[config.mk]
export PLATFORM = sky130hd
export DESIGN_NAME = pix_point_alu
export DESIGN_NICKNAME = d
export VERILOG_FILES = /design/src/rtl/pix_point_alu_pkg.sv /design/src/rtl/pix_point_alu_ucode.sv /design/src/rtl/pix_point_alu_func.sv /design/src/rtl/pix_point_alu_shift.sv /design/src/rtl/pix_point_alu.sv
export SDC_FILE = /design/constraint.sdc
export NUM_CORES = 1
export LEC_CHECK = 0
export ABC_AREA = 1
export BUFFER_PORTS_ARGS = -buffer_cell sky130_fd_sc_hd__clkbuf_2
export CAP_MARGIN = 40
export CORE_UTILIZATION = 35
export CTS_CLUSTER_DIAMETER = 150
export DETAILED_ROUTE_END_ITERATION = 8
export PLACE_DENSITY = 0.58
export SLEW_MARGIN = 20
export SYNTH_ARGS = -nofsm -noshare
export SYNTH_HDL_FRONTEND = slang
export SYNTH_SLANG_ARGS = --single-unit
[constraint.sdc]
create_clock -name clk_i -period 6.82 [get_ports clk_i]
set_input_delay 1.364 -clock clk_i [delete_from_list [all_inputs] [get_ports clk_i]]
set_output_delay 1.364 -clock clk_i [all_outputs]
set_load 0.02 [all_outputs]
[src/rtl/pix_point_alu_pkg.sv]
package pix_point_alu_pkg;
  localparam int unsigned DW    = 8;
  localparam int unsigned OPW   = 7;
  localparam int unsigned SHW   = 3;
  localparam int unsigned UCW   = OPW + SHW;

  localparam logic [OPW-1:0] OP_ZERO   = 7'h00;
  localparam logic [OPW-1:0] OP_ONES   = 7'h01;
  localparam logic [OPW-1:0] OP_B      = 7'h02;
  localparam logic [OPW-1:0] OP_NA     = 7'h03;
  localparam logic [OPW-1:0] OP_NB     = 7'h04;
  localparam logic [OPW-1:0] OP_ADD    = 7'h05;
  localparam logic [OPW-1:0] OP_SUB_AB = 7'h06;
  localparam logic [OPW-1:0] OP_SUB_BA = 7'h07;
  localparam logic [OPW-1:0] OP_AND    = 7'h08;
  localparam logic [OPW-1:0] OP_AND_NA = 7'h09;
  localparam logic [OPW-1:0] OP_AND_NB = 7'h0A;
  localparam logic [OPW-1:0] OP_OR     = 7'h0B;
  localparam logic [OPW-1:0] OP_OR_NA  = 7'h0C;
  localparam logic [OPW-1:0] OP_OR_NB  = 7'h0D;
  localparam logic [OPW-1:0] OP_NAND   = 7'h0E;
  localparam logic [OPW-1:0] OP_NOR    = 7'h0F;
  localparam logic [OPW-1:0] OP_XOR    = 7'h10;
  localparam logic [OPW-1:0] OP_XNOR   = 7'h11;
  localparam logic [OPW-1:0] OP_A      = 7'h18;

  localparam logic [UCW-1:0] UCODE_RST = {3'b000, OP_A};

  typedef struct packed {
    logic [SHW-1:0] shift;
    logic [OPW-1:0] op;
  } ucode_t;
endpackage

[src/rtl/pix_point_alu_ucode.sv]
module pix_point_alu_ucode
  import pix_point_alu_pkg::*;
(
  input  logic           clk_i,
  input  logic           rst_ni,
  input  logic           we_i,
  input  logic [UCW-1:0] data_i,
  output ucode_t         ucode_o
);
  ucode_t ucode_q;

  always_ff @(posedge clk_i or negedge rst_ni) begin
    if (!rst_ni)   ucode_q <= ucode_t'(UCODE_RST);
    else if (we_i) ucode_q <= ucode_t'(data_i);
  end

  assign ucode_o = ucode_q;

  p_ucode_wr_r4: assert property (@(posedge clk_i) disable iff (!rst_ni)
    we_i |=> (ucode_q == ucode_t'($past(data_i))));

  p_ucode_hold_r4: assert property (@(posedge clk_i) disable iff (!rst_ni)
    !we_i |=> $stable(ucode_q));
endmodule

[src/rtl/pix_point_alu_func.sv]
module pix_point_alu_func
  import pix_point_alu_pkg::*;
(
  input  logic [OPW-1:0] op_i,
  input  logic [DW-1:0]  a_i,
  input  logic [DW-1:0]  b_i,
  output logic [DW-1:0]  y_o
);
  always_comb begin
    unique case (op_i)
      OP_ZERO:   y_o = '0;
      OP_ONES:   y_o = '1;
      OP_B:      y_o = b_i;
      OP_NA:     y_o = ~a_i;
      OP_NB:     y_o = ~b_i;
      OP_ADD:    y_o = a_i + b_i;
      OP_SUB_AB: y_o = a_i - b_i;
      OP_SUB_BA: y_o = b_i - a_i;
      OP_AND:    y_o = a_i & b_i;
      OP_AND_NA: y_o = ~a_i & b_i;
      OP_AND_NB: y_o = a_i & ~b_i;
      OP_OR:     y_o = a_i | b_i;
      OP_OR_NA:  y_o = ~a_i | b_i;
      OP_OR_NB:  y_o = a_i | ~b_i;
      OP_NAND:   y_o = ~(a_i & b_i);
      OP_NOR:    y_o = ~(a_i | b_i);
      OP_XOR:    y_o = a_i ^ b_i;
      OP_XNOR:   y_o = ~(a_i ^ b_i);
      default:   y_o = a_i; // OP_A and all unlisted codes
    endcase
  end
endmodule

[src/rtl/pix_point_alu_shift.sv]
module pix_point_alu_shift
  import pix_point_alu_pkg::*;
#(
  parameter int unsigned W    = DW,
  parameter int unsigned MAXS = 3
) (
  input  logic [SHW-1:0] code_i,
  input  logic [W-1:0]   d_i,
  output logic [W-1:0]   q_o
);
  localparam int unsigned NS = MAXS + 1;

  logic [W-1:0] rsh [NS];
  logic [W-1:0] lsh [NS];

  for (genvar s = 0; s < NS; s++) begin : g_amt
    assign rsh[s] = d_i >> s;
    assign lsh[s] = d_i << s;
  end

  // code[2] picks direction, code[1:0] the distance; 111 is no shift
  always_comb begin
    if (code_i == '1)     q_o = d_i;
    else if (code_i[2])   q_o = lsh[code_i[1:0] + 2'd1];
    else                  q_o = rsh[code_i[1:0]];
  end
endmodule

[src/rtl/pix_point_alu.sv]
module pix_point_alu
  import pix_point_alu_pkg::*;
(
  input  logic           clk_i,
  input  logic           rst_ni,
  input  logic [DW-1:0]  pix_i,
  input  logic [DW-1:0]  opnd_i,
  input  logic           opnd_ld_i,
  input  logic           ucode_we_i,
  input  logic [UCW-1:0] ucode_i,
  output logic [DW-1:0]  result_o
);
  logic [DW-1:0] a_q, b_q, f_y, s_y, res_q;
  ucode_t        uc;

  always_ff @(posedge clk_i or negedge rst_ni) begin
    if (!rst_ni) begin
      a_q   <= '0;
      b_q   <= '0;
      res_q <= '0;
    end else begin
      a_q   <= pix_i;
      res_q <= s_y;
      if (opnd_ld_i) b_q <= opnd_i;
    end
  end

  pix_point_alu_ucode u_ucode (
    .clk_i   (clk_i),
    .rst_ni  (rst_ni),
    .we_i    (ucode_we_i),
    .data_i  (ucode_i),
    .ucode_o (uc)
  );

  pix_point_alu_func u_func (
    .op_i (uc.op),
    .a_i  (a_q),
    .b_i  (b_q),
    .y_o  (f_y)
  );

  pix_point_alu_shift #(.W(DW), .MAXS(3)) u_shift (
    .code_i (uc.shift),
    .d_i    (f_y),
    .q_o    (s_y)
  );

  assign result_o = res_q;

  p_b_load_r3: assert property (@(posedge clk_i) disable iff (!rst_ni)
    opnd_ld_i |=> (b_q == $past(opnd_i)));

  p_b_hold_r3: assert property (@(posedge clk_i) disable iff (!rst_ni)
    !opnd_ld_i |=> $stable(b_q));

  p_pass_lat_r2: assert property (@(posedge clk_i) disable iff (!rst_ni)
    (uc.op == OP_A && uc.shift == 3'b000) |=> (result_o == $past(a_q)));

  p_zero_r5: assert property (@(posedge clk_i) disable iff (!rst_ni)
    (uc.op == OP_ZERO) |=> (result_o == '0));

  p_rsh_fill_r10: assert property (@(posedge clk_i) disable iff (!rst_ni)
    (uc.shift == 3'b011) |=> (result_o[DW-1:DW-3] == 3'b000));

  p_lsh_fill_r11: assert property (@(posedge clk_i) disable iff (!rst_ni)
    (uc.shift == 3'b110) |=> (result_o[2:0] == 3'b000));
endmodule

==> results.json <==
{
  "outcome": "finished, final reports clean",
  "cts_setup_buffers": 0,
  "ioPinCount": 38,
  "grt_setup_unrepaired": "no",
  "ys_seq_area_share_pct": 21.7,
  "mostFrequentLayoutCells": "152 x nand2_1, 120 x nand3_1, 78 x inv_1",
  "irDropWorstVdd_uv": 83.5,
  "clkSinkCount": 34,
  "hold_slack_ps": 528,
  "grt_max_degree": 35,
  "clock_latency_ps": 300,
  "die_width_um": 108,
  "cap_violations": 0,
  "cts.htree.levels": 2,
  "switchingPower_uw": 325,
  "swShare_pct": 40.7,
  "numCtsBuffers": 5,
  "setup.worst_path.end_class": "register",
  "path_clk_slew_ps": 80,
  "synth_edf_count": 0,
  "worst-setup-path-type": "reg -> reg",
  "drt-initial-drc-count": 436,
  "overflow": 0,
  "p_int_uw": 474,
  "slew_viol_final": 0,
  "finalClockSkew_ps": 7.58,
  "ys_seq_elements": 34,
  "syn_inst": 635,
  "vias": 4385,
  "async_reset_ff_share_pct": 100,
  "drc": 0,
  "antenna_found_initial": 0,
  "grt.total_usage_pct": 24.3,
  "grt_pass1_vias": 3988,
  "setup_tns_ps": 0,
  "portBuffers": 37,
  "cp-start-kind": "register",
  "core_area_um2": 10900,
  "slew_headroom_pct": 42.6,
  "p_per_area_nw_per_um2": 181,
  "seqPwrFrac_pct": 31.2,
  "min_period_ps": 3460,
  "start_util_pct": 36.0,
  "synthesis.area_um2": 3930,
  "setup_viol": 0,
  "antennaDiodeCount": 0,
  "clock-root-buffer": "clkbuf_8",
  "fmax_mhz": 289,
  "r2r_slack_ps": 3360,
  "ys_warn_count": 0,
  "num-fill-cells": 1155,
  "wl_um": 13600,
  "place_congestion": 0.970,
  "avgSynthCellArea_um2": 6.18,
  "wl_per_cell_um": 16.7,
  "cts.path.max_buffers": 2,
  "period_share_pct": 50.7,
  "cp.arrival_ps": 3660,
  "dp_hpwl_um": 10700,
  "required_ps": 7020,
  "first_pass_iters": 5,
  "fp-row-count": 38,
  "hold_viol": 0,
  "die_y_um": 108,
  "clkPwrFrac_pct": 29.5,
  "hold_class": "reg -> reg",
  "synthFlopType": "dfrtp_1",
  "cts_hold_buf": 0,
  "die-area_um2": 11600,
  "syn_to_final_growth_pct": 12.6,
  "tightestPinTransition_ps": 858,
  "vias_per_cell": 5.41,
  "power_leakage_uw": 0.00233,
  "comb_power_share_pct": 39.3,
  "drive_above_1_share_pct": 9.84,
  "synthDistinctLibCells": 30,
  "route.antenna.remaining_nets": 0,
  "layout_commonest_cell": "nand2_1",
  "crit_path_max_fanout": 8,
  "final_nets": 742,
  "cts_tree": "yes",
  "syn_nets": 707,
  "grt_pass1_wl_um": 21200,
  "cts.repair.resized": 0
}
## worst max-delay path: stages (launching register included)
cell and delay [ps]:
dfstp_2 380, nor2_1 130, nand2_1 150, nor2_2 350
nand2_2 170, o21ai_0 350, inv_1 90, ha_1 300
nand2_1 60, nor2_1 110, nand2_1 70, nand3_1 100
nand2_1 60, nand3_1 70, nand3_1 80, nor2_1 240
nand4_1 260, nand3_1 140, nand2_1 70, nor2_1 130
nor2_1 50
## cell usage after synthesis, drive strengths merged, types with 3 or more instances
cell      n  area, um^2
nand2   156         596
nand3   120         601
inv      84         315
nor2     76         305
o21ai    46         230
ha       40         500
dfrtp    32         801
nand4    22         138
nand3b   13        97.6
a21oi    12        60.1
buf       6        32.5
clkbuf    5        18.8
xor2      5        43.8
nor3      3        20.0
xnor2     3        26.3
## metal layers
| metal | wire length (um) | global-route usage, % |
|---|---|---|
| met2 | 5990 | 37.7 |
| met3 | 1140 | 4.54 |
| met1 | 6040 | 33.4 |
| met4 | 388 | 8.81 |
| met5 | 0 | 0 |
## flip-flops by register name (all words and copies together) (netlist names)
name and cells:
a_q 8, u_ucode.ucode_o 10, result_o 8, b_q 8
## path summary, 6_finish.rpt
path,start,end,cells past startpoint
max,u_ucode.ucode_o[4],result_o[7],20
min,u_ucode.ucode_o[3],u_ucode.ucode_o[3],2
max reg2reg,u_ucode.ucode_o[4],result_o[7],20
min reg2reg,u_ucode.ucode_o[3],u_ucode.ucode_o[3],2
max in group asynchronous,rst_ni,u_ucode.ucode_o[3],2
min in group asynchronous,rst_ni,result_o[3],1
## final cells by class
type | count | area, um^2 | area share [%]
Clock buffer | 5 | 68.8 | 1.56
Clock inverter | 3 | 68.8 | 1.56
Inverter | 86 | 323 | 7.30
Multi-Input combinational cell | 504 | 2700 | 61.0
Sequential cell | 34 | 853 | 19.3
Tap cell | 140 | 175 | 3.96
Timing Repair Buffer | 39 | 233 | 5.27
## cells by family after synthesis
logic type | Yosys count | share of synthesized area, %
xor+xnor | 8 | 1.79
fa+ha+maj | 42 | 13.8
simple gates | 393 | 45.2
flops | 34 | 21.7
buf+inv | 97 | 9.53
compound gates | 61 | 7.94
## power by group through the flow
| stage | registers [uW] | logic (uW) | clock network [uW] |
|---|---|---|---|
| after floorplan | 262 | 200 | 0 |
| after global placement | 252 | 302 | 0 |
| after detailed placement | 253 | 307 | 0 |
| after CTS | 249 | 309 | 240 |
| after global routing | 252 | 350 | 247 |
| final | 249 | 314 | 236 |
## stage by stage
| step | power [uW] | setup WS (ps) | area, um^2 | util (%) | cells |
|---|---|---|---|---|---|
| floorplan | 462 | 4110 | 3930 | - | 635 |
| global placement | 554 | 3560 | 4230 | 38.9 | 801 |
| detailed placement | 560 | 3460 | 4280 | 39.3 | 803 |
| CTS | 798 | 3450 | 4420 | 40.6 | 811 |
| global route | 849 | 3060 | 4420 | 40.6 | 811 |
| finish | 799 | 3360 | 4420 | 40.6 | 811 |
Note: power is estimated with default switching activity, not from simulation.
